===== src/rtl/i2c_mat_pkg.sv =====
package i2c_mat_pkg;
  localparam int BYTE_W = 8;
  localparam int DEV_W  = 7;

  typedef enum logic [3:0] {
    ST_IDLE,
    ST_ADDR,
    ST_ADDR_ACK,
    ST_PTR,
    ST_PTR_ACK,
    ST_WDATA,
    ST_WDATA_ACK,
    ST_RDATA,
    ST_RACK
  } tgt_state_e;
endpackage


===== src/rtl/i2c_line_sync.sv =====
module i2c_line_sync #(
  parameter int SYNC_STAGES = 2
) (
  input  logic clk,
  input  logic rst_n,
  input  logic scl_i,
  input  logic sda_i,
  output logic sda_s_o,
  output logic scl_rise_o,
  output logic scl_fall_o,
  output logic start_o,
  output logic stop_o
);
  logic [SYNC_STAGES-1:0] scl_sh, sda_sh;
  logic scl_prev, sda_prev;
  logic scl_s, sda_s;

  assign scl_s = scl_sh[SYNC_STAGES-1];
  assign sda_s = sda_sh[SYNC_STAGES-1];

  always_ff @(posedge clk or negedge rst_n) begin
    if (!rst_n) begin
      scl_sh   <= '1;
      sda_sh   <= '1;
      scl_prev <= 1'b1;
      sda_prev <= 1'b1;
    end else begin
      scl_sh   <= {scl_sh[SYNC_STAGES-2:0], scl_i};
      sda_sh   <= {sda_sh[SYNC_STAGES-2:0], sda_i};
      scl_prev <= scl_s;
      sda_prev <= sda_s;
    end
  end

  assign sda_s_o    = sda_s;
  assign scl_rise_o = scl_s & ~scl_prev;
  assign scl_fall_o = ~scl_s & scl_prev;
  assign start_o    = scl_s & scl_prev & sda_prev & ~sda_s;
  assign stop_o     = scl_s & scl_prev & ~sda_prev & sda_s;

  p_start_stop_excl_r10: assert property (@(posedge clk) disable iff (!rst_n)
    !(start_o && stop_o));
  p_edge_excl_r10: assert property (@(posedge clk) disable iff (!rst_n)
    !(scl_rise_o && scl_fall_o));
endmodule


===== src/rtl/i2c_addr_match.sv =====
module i2c_addr_match #(
  parameter int          DEV_W        = 7,
  parameter logic [6:0]  DEFAULT_ADDR = 7'h48
) (
  input  logic             clk,
  input  logic             rst_n,
  input  logic             start_i,
  input  logic [DEV_W-1:0] ind_live_i,
  input  logic [DEV_W-1:0] g1_live_i,
  input  logic [DEV_W-1:0] g2_live_i,
  input  logic [DEV_W:0]   addr_byte_i,
  output logic             accept_o,
  output logic             grp_read_o
);
  logic [DEV_W-1:0] ind_q, g1_q, g2_q;
  logic [DEV_W-1:0] dev;
  logic             rd, ind_hit, grp_hit;

  // snapshot of the address registers, refreshed only at START
  always_ff @(posedge clk or negedge rst_n) begin
    if (!rst_n) begin
      ind_q <= DEFAULT_ADDR;
      g1_q  <= DEFAULT_ADDR;
      g2_q  <= DEFAULT_ADDR;
    end else if (start_i) begin
      ind_q <= ind_live_i;
      g1_q  <= g1_live_i;
      g2_q  <= g2_live_i;
    end
  end

  assign dev        = addr_byte_i[DEV_W:1];
  assign rd         = addr_byte_i[0];
  assign ind_hit    = (dev == ind_q);
  assign grp_hit    = (dev == g1_q) || (dev == g2_q);
  assign accept_o   = ind_hit || (grp_hit && !rd);
  assign grp_read_o = !ind_hit && grp_hit && rd;

  p_snapshot_hold_r8: assert property (@(posedge clk) disable iff (!rst_n)
    !start_i |=> ($stable(ind_q) && $stable(g1_q) && $stable(g2_q)));
endmodule


===== src/rtl/i2c_regbank.sv =====
module i2c_regbank #(
  parameter int         NUM_REGS     = 32,
  parameter int         IND_IDX      = 27,
  parameter int         G1_IDX       = 26,
  parameter int         G2_IDX       = 25,
  parameter logic [6:0] DEFAULT_ADDR = 7'h48,
  localparam int        IDX_W        = $clog2(NUM_REGS)
) (
  input  logic             clk,
  input  logic             rst_n,
  input  logic             we_i,
  input  logic [IDX_W-1:0] wr_idx_i,
  input  logic [7:0]       wdata_i,
  input  logic [IDX_W-1:0] rd_idx_i,
  output logic [7:0]       rdata_o,
  output logic [6:0]       ind_addr_o,
  output logic [6:0]       g1_addr_o,
  output logic [6:0]       g2_addr_o
);
  logic [NUM_REGS-1:0][7:0] rd_vec;

  for (genvar gi = 0; gi < NUM_REGS; gi++) begin : g_reg
    localparam bit IS_ADDR = (gi == IND_IDX) || (gi == G1_IDX) || (gi == G2_IDX);
    logic sel;
    assign sel = we_i && (wr_idx_i == IDX_W'(gi));
    if (IS_ADDR) begin : g_addr
      logic [6:0] q;
      always_ff @(posedge clk or negedge rst_n) begin
        if (!rst_n)   q <= DEFAULT_ADDR;
        else if (sel) q <= wdata_i[6:0];
      end
      assign rd_vec[gi] = {1'b0, q};
    end else begin : g_data
      logic [7:0] q;
      always_ff @(posedge clk or negedge rst_n) begin
        if (!rst_n)   q <= '0;
        else if (sel) q <= wdata_i;
      end
      assign rd_vec[gi] = q;
    end
  end

  assign rdata_o    = rd_vec[rd_idx_i];
  assign ind_addr_o = rd_vec[IND_IDX][6:0];
  assign g1_addr_o  = rd_vec[G1_IDX][6:0];
  assign g2_addr_o  = rd_vec[G2_IDX][6:0];

  p_write_lands_r2: assert property (@(posedge clk) disable iff (!rst_n)
    we_i |=> rd_vec[$past(wr_idx_i)][6:0] == $past(wdata_i[6:0]));
  p_addr_msb_zero_r5: assert property (@(posedge clk) disable iff (!rst_n)
    !rd_vec[IND_IDX][7] && !rd_vec[G1_IDX][7] && !rd_vec[G2_IDX][7]);
endmodule


===== src/rtl/i2c_multi_addr_target.sv =====
module i2c_multi_addr_target
  import i2c_mat_pkg::*;
#(
  parameter int         NUM_REGS     = 32,
  parameter logic [6:0] DEFAULT_ADDR = 7'h48,
  parameter int         IND_IDX      = 27,
  parameter int         G1_IDX       = 26,
  parameter int         G2_IDX       = 25,
  parameter int         SYNC_STAGES  = 2
) (
  input  logic clk,
  input  logic rst_n,
  input  logic scl_i,
  input  logic sda_i,
  output logic sda_oe_o
);
  localparam int PTR_W = $clog2(NUM_REGS);

  logic sda_s, scl_rise, scl_fall, start_ev, stop_ev;
  logic accept, grp_read;
  logic [6:0] ind_live, g1_live, g2_live;
  logic [7:0] rdata;

  tgt_state_e      state_q, state_n;
  logic [3:0]      cnt_q, cnt_n;
  logic [7:0]      sh_q, sh_n;
  logic [PTR_W-1:0] ptr_q, ptr_n;
  logic            rw_q, rw_n, drv_q, drv_n, mack_q, mack_n;
  logic            we;

  i2c_line_sync #(.SYNC_STAGES(SYNC_STAGES)) u_sync (
    .clk(clk), .rst_n(rst_n), .scl_i(scl_i), .sda_i(sda_i),
    .sda_s_o(sda_s), .scl_rise_o(scl_rise), .scl_fall_o(scl_fall),
    .start_o(start_ev), .stop_o(stop_ev)
  );

  i2c_addr_match #(.DEV_W(DEV_W), .DEFAULT_ADDR(DEFAULT_ADDR)) u_match (
    .clk(clk), .rst_n(rst_n), .start_i(start_ev),
    .ind_live_i(ind_live), .g1_live_i(g1_live), .g2_live_i(g2_live),
    .addr_byte_i(sh_q), .accept_o(accept), .grp_read_o(grp_read)
  );

  i2c_regbank #(
    .NUM_REGS(NUM_REGS), .IND_IDX(IND_IDX), .G1_IDX(G1_IDX), .G2_IDX(G2_IDX),
    .DEFAULT_ADDR(DEFAULT_ADDR)
  ) u_regs (
    .clk(clk), .rst_n(rst_n), .we_i(we), .wr_idx_i(ptr_q), .wdata_i(sh_q),
    .rd_idx_i(ptr_q), .rdata_o(rdata),
    .ind_addr_o(ind_live), .g1_addr_o(g1_live), .g2_addr_o(g2_live)
  );

  always_comb begin
    state_n = state_q;
    cnt_n   = cnt_q;
    sh_n    = sh_q;
    ptr_n   = ptr_q;
    rw_n    = rw_q;
    drv_n   = drv_q;
    mack_n  = mack_q;
    we      = 1'b0;
    if (stop_ev) begin
      state_n = ST_IDLE;
      drv_n   = 1'b0;
    end else if (start_ev) begin
      state_n = ST_ADDR;
      cnt_n   = '0;
      drv_n   = 1'b0;
    end else begin
      unique case (state_q)
        ST_IDLE: ;
        ST_ADDR, ST_PTR, ST_WDATA: begin
          if (scl_rise) begin
            sh_n  = {sh_q[6:0], sda_s};
            cnt_n = cnt_q + 4'd1;
          end else if (scl_fall && cnt_q == 4'd8) begin
            drv_n = 1'b1;
            if (state_q == ST_ADDR) begin
              if (accept) begin
                state_n = ST_ADDR_ACK;
                rw_n    = sh_q[0];
              end else begin
                state_n = ST_IDLE;
                drv_n   = 1'b0;
              end
            end else if (state_q == ST_PTR) begin
              ptr_n   = sh_q[PTR_W-1:0];
              state_n = ST_PTR_ACK;
            end else begin
              we      = 1'b1;
              ptr_n   = ptr_q + 1'b1;
              state_n = ST_WDATA_ACK;
            end
          end
        end
        ST_ADDR_ACK, ST_PTR_ACK, ST_WDATA_ACK: begin
          if (scl_fall) begin
            cnt_n = '0;
            if (state_q == ST_ADDR_ACK && rw_q) begin
              state_n = ST_RDATA;
              sh_n    = rdata;
              ptr_n   = ptr_q + 1'b1;
              drv_n   = ~rdata[7];
            end else begin
              state_n = (state_q == ST_ADDR_ACK) ? ST_PTR : ST_WDATA;
              drv_n   = 1'b0;
            end
          end
        end
        ST_RDATA: begin
          if (scl_fall) begin
            if (cnt_q == 4'd7) begin
              state_n = ST_RACK;
              drv_n   = 1'b0;
            end else begin
              sh_n  = {sh_q[6:0], 1'b0};
              cnt_n = cnt_q + 4'd1;
              drv_n = ~sh_q[6];
            end
          end
        end
        ST_RACK: begin
          if (scl_rise) begin
            mack_n = ~sda_s;
          end else if (scl_fall) begin
            if (mack_q) begin
              state_n = ST_RDATA;
              cnt_n   = '0;
              sh_n    = rdata;
              ptr_n   = ptr_q + 1'b1;
              drv_n   = ~rdata[7];
            end else begin
              state_n = ST_IDLE;
            end
          end
        end
        default: state_n = ST_IDLE;
      endcase
    end
  end

  always_ff @(posedge clk or negedge rst_n) begin
    if (!rst_n) begin
      state_q <= ST_IDLE;
      cnt_q   <= '0;
      sh_q    <= '0;
      ptr_q   <= '0;
      rw_q    <= 1'b0;
      drv_q   <= 1'b0;
      mack_q  <= 1'b0;
    end else begin
      state_q <= state_n;
      cnt_q   <= cnt_n;
      sh_q    <= sh_n;
      ptr_q   <= ptr_n;
      rw_q    <= rw_n;
      drv_q   <= drv_n;
      mack_q  <= mack_n;
    end
  end

  assign sda_oe_o = drv_q;

  p_idle_quiet_r9: assert property (@(posedge clk) disable iff (!rst_n)
    (state_q == ST_IDLE) |-> !sda_oe_o);
  p_group_read_nack_r3: assert property (@(posedge clk) disable iff (!rst_n)
    (state_q == ST_ADDR && scl_fall && cnt_q == 4'd8 && grp_read && !start_ev && !stop_ev)
      |=> (!sda_oe_o && state_q == ST_IDLE));
  p_ptr_step_r2: assert property (@(posedge clk) disable iff (!rst_n)
    we |=> ptr_q == PTR_W'($past(ptr_q) + 1'b1));
  p_stop_idle_r10: assert property (@(posedge clk) disable iff (!rst_n)
    stop_ev |=> (state_q == ST_IDLE && !sda_oe_o));
endmodule


===== config.mk =====
export PLATFORM = sky130hd
export DESIGN_NAME = i2c_multi_addr_target
export DESIGN_NICKNAME = d
export VERILOG_FILES = /design/src/rtl/i2c_mat_pkg.sv /design/src/rtl/i2c_line_sync.sv /design/src/rtl/i2c_addr_match.sv /design/src/rtl/i2c_regbank.sv /design/src/rtl/i2c_multi_addr_target.sv
export SDC_FILE = /design/constraint.sdc
export NUM_CORES = 1
export LEC_CHECK = 0
export BUFFER_PORTS_ARGS = -buffer_cell sky130_fd_sc_hd__buf_2
export CAP_MARGIN = 20
export CELL_PAD_IN_SITES_DETAIL_PLACEMENT = 2
export CELL_PAD_IN_SITES_GLOBAL_PLACEMENT = 2
export CORE_ASPECT_RATIO = 0.8
export CORE_MARGIN = 2
export CORE_UTILIZATION = 47
export DETAILED_ROUTE_END_ITERATION = 10
export PLACE_DENSITY_LB_ADDON = 0.1
export SLEW_MARGIN = 20
export SYNTH_ARGS = -nofsm -noshare
export SYNTH_HDL_FRONTEND = slang
export SYNTH_SLANG_ARGS = --single-unit

===== constraint.sdc =====
create_clock -name clk -period 4.3 [get_ports clk]
set_clock_uncertainty 0.15 [all_clocks]
set_input_delay 0.86 -clock clk [delete_from_list [all_inputs] [get_ports clk]]
set_output_delay 0.86 -clock clk [all_outputs]
set_load 0.02 [all_outputs]

==> flow_summary_export.csv, run 1 <==
group,metric,value,unit
clock_tree,clock-root-buffer,"clkbuf_16",
power_and_ir_drop,p_per_area,451,mW/mm^2
floorplanning,die_area,0.0342,sq mm
logic_synthesis,synth-main-ff-cell,"dfrtp_1",
logic_synthesis,synth_edf_count,0,
logic_synthesis,synth_top_area_share,46.5,%
floorplanning,io_pins,5,
final_layout,final_cells,1508,
final_layout,fillerInstances,2877,
route,drcViolationCount,0,
grt,grt_pass1_wl,68800,um
grt,antenna_found_initial,0,
critical_path,cpPeakStageDelay,1.05,ns
clock_tree,path_clk_slew,0.07,ns
logic_synthesis,ys_types,72,
grt,grt.total_usage,27.0,%
clock_tree,cts_repair_resize_count,0,
run_status,outcome,"finished clean",
route,drt-total-wl,44200,um
timing,maxSlewHeadroom,30.1,%
critical_path,critPathMostFrequentCell,"o21ai_0",
clock_tree,cts_tree,"built",
timing,hold_slack,0.202,ns
route,drt-wirelength-per-cell,29.3,um
logic_synthesis,synth.mux.area_fraction,33.1,%
logic_synthesis,ys_seq_elements,304,
logic_synthesis,synthCells,1061,
clock_tree,cts_sinks,304,
clock_tree,htree_levels,2,
logic_synthesis,synth_fp_nets,1073,
route,vias,9093,
placement,port_buffers,4,
timing,setup_tns,0,ns
floorplanning,initial_core_util,47.5,%
logic_synthesis,synthAdderAreaFrac,0.651,%
critical_path,cp-start-kind,"register",
logic_synthesis,synth_top_family_by_area,"multiplexers",
timing,setup_viol,0,
grt,grt_pass1_vias,10300,
timing,fin_crit_sh,75.4,%
floorplanning,die_h,166,um
logic_synthesis,avgSynthCellArea,14.5,sq um
floorplanning,rows,59,
timing,finalHoldViolCount,0,
critical_path,path_class,"reg2reg",
logic_synthesis,synth_compound_area_share,5.14,%
clock_tree,postCtsSetupRepairBufs,0,
clock_tree,holdBufCountCts,0,
critical_path,cp.required,4.52,ns
logic_synthesis,yosysMostFrequentCell,"dfrtp_1",
logic_synthesis,yosys-top-cells-area,"dfrtp_1, mux2_4, mux4_2, mux2_2, dfstp_2",
final_layout,num_antenna_cells,0,
clock_tree,cts_buffers,35,
timing,finalCriticalPeriod,3.24,ns
critical_path,critPathBufInv,1,
route,via_per_inst,6.03,
route,drt_first_pass_iters,5,
timing,slew_viol_final,0,
placement,hpwlAfterDp,28300,um
logic_synthesis,yosys_warnings,0,
placement,dp.cells,1447,
job,max_cap_violations,0,
critical_path,critical-path-top-delay-family,"flip-flops",
critical_path,crit_path_top_delay_cell,"dfrtp_4",
grt,grt_max_degree,97,
logic_synthesis,async_flop_share,100,%
clock_tree,clock_path_buffers,3,
power_and_ir_drop,p_leak,0.00840,uW
route,detail-route-antenna-nets,0,
critical_path,worstPathMaxFanout,51,
power_and_ir_drop,finalPower,7730,uW
critical_path,arrival,3.46,ns
final_layout,final_net_count,1069,
timing,worstMarginPinSlew,1.05,ns
timing,rsz0062_at_grt,"no",
power_and_ir_drop,ir_worst_vdd,0.302,mV
final_layout,drive_gt1_share,41.4,%
clock_tree,clk_latency,0.53,ns
route,drt_iter0_markers,580,
worst_hold_path,hold_path.class,"reg2reg",
floorplanning,core-area,0.0324,sq mm
logic_synthesis,synthXorXnorAreaFrac,1.25,%
final_layout,syn2layout_area_growth,11.5,%
timing,clock.fmax,308,MHz
logic_synthesis,netlist_area,0.0154,sq mm
floorplanning,die_w,206,um
critical_path,worstSetupEndpointType,"register",
logic_synthesis,synth_top_area_cell,"dfrtp_1",
logic_synthesis,seq_area_frac_synth,49.6,%
placement,gp_congestion,0.832,
critical_path,path_cells,"buf_4 > mux4_2 > mux2i_1 > o22ai_1 > or3_1 > o21ai_0 > o21ai_0",
grt,grt-ovfl-total,0,
logic_synthesis,yosys-top-cells-count,"dfrtp_1, mux2_4, mux2_2, mux4_2, nand2_1",
logic_synthesis,synthSimpleGateAreaFrac,7.38,%
[logic make-up (layout without fill, tap and decap cells)]
family / after synthesis / count (layout)
buffers and inverters: 90 / 110
flip-flops: 304 / 304
multiplexers: 354 / 354
adder cells (fa/ha/maj): 8 / 8
AO/OA/AOI/OAI: 115 / 115
AND/OR/NAND/NOR: 168 / 168
XOR/XNOR: 22 / 22
[cells in the final DEF, fill, tap and decap left out, types with 4 or more instances in the layout]
cell	synthesis	final
nand2_4	4	4
nand3_1	11	11
a21oi_1	18	18
nor3_1	8	8
ha_1	8	8
nor2_1	22	22
o21ai_0	33	33
nand4_1	5	5
nor3b_1	5	5
mux2_2	108	108
nand2_8	16	16
a211oi_1	5	5
o22ai_1	12	12
a22oi_1	6	6
bufinv_16	0	8
xor2_1	18	18
clkinv_2	0	4
nand2_2	4	4
mux4_2	59	59
nand2_1	53	53
dfrtp_1	286	284
buf_4	13	29
and3_1	9	9
clkbuf_8	0	7
mux2i_1	29	29
a311oi_1	4	4
mux2_4	128	128
inv_1	10	10
mux2_1	30	30
xnor2_1	4	4
dfstp_2	18	18
a32oi_1	4	4
nand2b_1	4	4
nor2b_1	7	7
clkbuf_16	0	37
[registers in the layout (all words and copies together), names as in the netlist]
name	cells
u_match.g1_q	7
u_regs.g.g_data.q	232
sda_oe_o	1
u_match.g2_q	7
ptr_q	5
u_sync.scl_prev	1
u_match.ind_q	7
u_regs.g1_addr_o	7
cnt_q	4
u_regs.g2_addr_o	7
u_regs.ind_addr_o	7
state_q	4
u_sync.scl_sh	2
u_sync.sda_prev	1
sh_q	8
mack_q	1
rw_q	1
u_sync.sda_sh	2
[metal layers]
layer	routed length, um	up-vias	share of wire, %	track usage (%)
met5	0	-	0	0
met4	853	0	1.9	6.40
met3	1540	56	3.5	3.81
met2	20200	157	46	41.1
met1	21600	4971	49	40.9
li1	-	3909	-	-
[path summary, 6_finish.rpt]
check	cells after the start	endpoint	slack, ns	start
worst min-delay path	0	u_sync.sda_sh[1]$_DFF_PN1_	0.20	u_sync.sda_sh[0]$_DFF_PN1_
worst max register to register	7	sh_q[5]$_DFFE_PN0P_	1.06	ptr_q[1]$_DFFE_PN0P_
worst max-delay path	7	sh_q[5]$_DFFE_PN0P_	1.06	ptr_q[1]$_DFFE_PN0P_
worst min register to register	0	u_sync.sda_sh[1]$_DFF_PN1_	0.20	u_sync.sda_sh[0]$_DFF_PN1_
max in group asynchronous	2	u_regs.g_reg[31].g_data.q[2]$_DFFE_PN0P_	2.75	rst_n
min in group asynchronous	1	u_regs.g_reg[3].g_data.q[0]$_DFFE_PN0P_	0.24	rst_n
[through the flow]
step                      utilization [%]  setup WS, ns  instance area [sq um]
final                                52.9          1.06                  17100
after global routing                 52.9         0.828                  17100
after CTS                            52.9          1.02                  17100
after detailed placement             48.9          1.02                  15800
after global placement               48.9          1.08                  15800
after floorplan                         -          1.88                  15400
[worst reg2reg max path, cell delays in order, from the launching register on]
cell,delay [ns]
dfrtp_4,1.05
buf_4,0.36
mux4_2,0.58
mux2i_1,0.20
o22ai_1,0.17
or3_1,0.33
o21ai_0,0.09
o21ai_0,0.15
[cell type report]
class                           instances  area [sq um]  area share [%]
Multi-Input combinational cell        667          7310            42.6
Tap cell                              427           534            3.12
Sequential cell                       304          7630            44.5
Clock inverter                         14           275            1.61
Clock buffer                           47          1030            6.03
Timing Repair Buffer                   36           308            1.79
Inverter                               13          48.8           0.285
[power by group]
part / switching [uW] / leakage, uW / internal, uW
Clock: 1240 / 0.000639 / 2160
Combinational: 773 / 0.00360 / 340
Sequential: 278 / 0.00416 / 2930
Note: power is estimated with default switching activity, not from simulation.
==> run 2, diff against run 1 <==
clock period = 3.03 ns   (was 4.3 ns; I/O delays follow)
==> run 2 against run 1 <==
Total power increased by 32%. Utilization increased by 0.18 points. Clock-buffer cell count is 5 higher. Critical path depth down 1. Global-route usage is 0.32 points lower. Final area is 0.34% higher. Sequential share of layout area down 0.15 points. Sequential cell count unchanged. Worst setup slack worse by 0.84 ns. Via count grew 0.41%. Hold slack got worse by 0.17 ns. Cell count up 1.6%. Largest power group is now registers. Highest routed layer unchanged.
==> flow_summary_export.csv, run 2 (synthesis gave the netlist of run 1 again) <==
group,metric,value,unit
run_status,outcome,"finished clean",
critical_path,worstPathMaxFanout,8,
clock_tree,htree_levels,2,
timing,clock.fmax,356,MHz
power_and_ir_drop,p_leak,0.00844,uW
critical_path,path_class,"reg2reg",
final_layout,reg_top3,"u_regs.g.g_data.q x232, sh_q x8",
timing,slew_viol_final,0,
timing,maxSlewHeadroom,60.0,%
timing,setup_viol,0,
final_layout,largest_reg_flops,232,
grt,antenna_found_initial,0,
route,drt-total-wl,43300,um
floorplanning,die_h,166,um
grt,grt_pass1_wl,68100,um
clock_tree,clk_latency,0.53,ns
placement,post_dp_cell_area,0.0161,sq mm
final_layout,syn2layout_area_growth,11.9,%
floorplanning,rows,59,
power_and_ir_drop,clkPwrFrac,39.5,%
clock_tree,clock-root-buffer,"clkbuf_16",
power_and_ir_drop,power.switching,3180,uW
placement,hpwlAfterDp,28600,um
placement,gp_congestion,0.863,
critical_path,cp.required,3.27,ns
clock_tree,path_clk_slew,0.06,ns
critical_path,worstSetupEndpointType,"register",
power_and_ir_drop,pwr-share-seq,42.8,%
final_layout,design_area,0.0172,sq mm
floorplanning,die_w,206,um
worst_hold_path,hold_path.class,"in2reg",
grt,grt_pass1_vias,10278,
timing,worstMarginPinSlew,0.600,ns
timing,rsz0062_at_grt,"no",
clock_tree,clock_path_buffers,3,
clock_tree,cts_tree,"built",
critical_path,cp-start-kind,"register",
route,vias,9130,
timing,setup_tns,0,ns
final_layout,final_net_count,1095,
grt,grt.total_usage,26.6,%
placement,port_buffers,4,
critical_path,arrival,3.05,ns
final_layout,final_core_util,53.1,%
power_and_ir_drop,finalPower,10200,uW
power_and_ir_drop,ir_worst_vdd,0.546,mV
floorplanning,die_area,0.0342,sq mm
clock_tree,holdBufCountCts,1,
floorplanning,io_pins,5,
route,drt_first_pass_iters,4,
route,drt-wirelength-per-cell,28.2,um
job,max_cap_violations,0,
floorplanning,initial_core_util,47.5,%
final_layout,fillerInstances,2928,
grt,grt-ovfl-total,0,
power_and_ir_drop,p_comb_share,17.7,%
final_layout,mostFrequentLayoutCells,"dfrtp_1, mux2_4, mux2_2, mux4_2, nand2_1",
power_and_ir_drop,switching_share,31.1,%
timing,fin_crit_sh,92.6,%
power_and_ir_drop,internal_power,7050,uW
route,drcViolationCount,0,
final_layout,drive_gt1_share,42.0,%
route,drt_iter0_markers,469,
floorplanning,core-area,0.0324,sq mm
timing,finalHoldViolCount,0,
final_layout,regMostFlops,"u_regs.g.g_data.q",
final_layout,layout_commonest_cell,"dfrtp_1",
grt,grt_max_degree,71,
route,via_per_inst,5.96,
clock_tree,cts_sinks,304,
timing,finalCriticalPeriod,2.81,ns
clock_tree,cts_buffers,35,
clock_tree,postCtsSetupRepairBufs,0,
route,detail-route-antenna-nets,0,
final_layout,num_antenna_cells,0,
clock_tree,cts_repair_resize_count,0,
power_and_ir_drop,p_per_area,595,mW/mm^2
==> run 2: routing by layer <==
layer | vias to the layer above | GRT usage, % | part of all wire, %
met1 | 5015 | 40.3 | 49
li1 | 3944 | - | -
met5 | - | 0 | 0
met2 | 113 | 41.0 | 46
met4 | 0 | 6.34 | 2.1
met3 | 58 | 3.38 | 2.6
==> run 2: cell type report <==
cell class	count	area, sq um	share of cell area, %
tap	427	534	3.11
multi-input combinational	667	7310	42.5
clock buffer	52	1030	6.00
sequential	304	7630	44.4
timing repair buffer	62	606	3.52
clock inverter	7	37.5	0.218
inverter	13	48.8	0.284
==> run 2: critical path: stages, from the launching register on <==
cell and delay, ns:
dfstp_2 0.57, nand2b_1 0.17, nor3_1 0.28, and3_1 0.43, and3_1 0.49, nand2_4 0.19
mux2_1 0.38
==> run 2: through the flow <==
step / hold WS (ns) / std cells / setup WS [ns]
after floorplan: 0.160 / 1061 / 0.609
final: 0.0320 / 1532 / 0.223
after global placement: 0.199 / 1472 / 0.360
after global routing: 0.0236 / 1532 / 0.0757
after CTS: 0.0114 / 1532 / 0.230
after detailed placement: 0.204 / 1472 / 0.280
==> run 2: power groups by stage <==
| stage | Combinational (uW) | Sequential [uW] | Clock [uW] |
|---|---|---|---|
| finish | 1810 | 4380 | 4040 |
| global route | 1970 | 4390 | 4300 |
| CTS | 1840 | 4380 | 4140 |
| detailed placement | 1810 | 4440 | 0 |
| global placement | 1770 | 4440 | 0 |
| floorplan | 1100 | 4310 | 0 |
==> run 2: path summary, 6_finish.rpt <==
path                                            start                                  endpoint  slack [ns]  cells past startpoint
setup / recovery            u_sync.scl_prev$_DFF_PN1_  u_regs.g_reg[24].g_data.q[0]$_DFFE_PN0P_        0.22                      6
hold / removal                                  scl_i                u_sync.scl_sh[0]$_DFF_PN1_        0.03                      1
setup reg to reg            u_sync.scl_prev$_DFF_PN1_  u_regs.g_reg[24].g_data.q[0]$_DFFE_PN0P_        0.22                      6
hold reg to reg            u_sync.sda_sh[0]$_DFF_PN1_                u_sync.sda_sh[1]$_DFF_PN1_        0.22                      0
max in group asynchronous                       rst_n                u_sync.sda_sh[1]$_DFF_PN1_        1.43                      3
min in group asynchronous                       rst_n   u_regs.g_reg[2].g_data.q[0]$_DFFE_PN0P_        0.49                      2
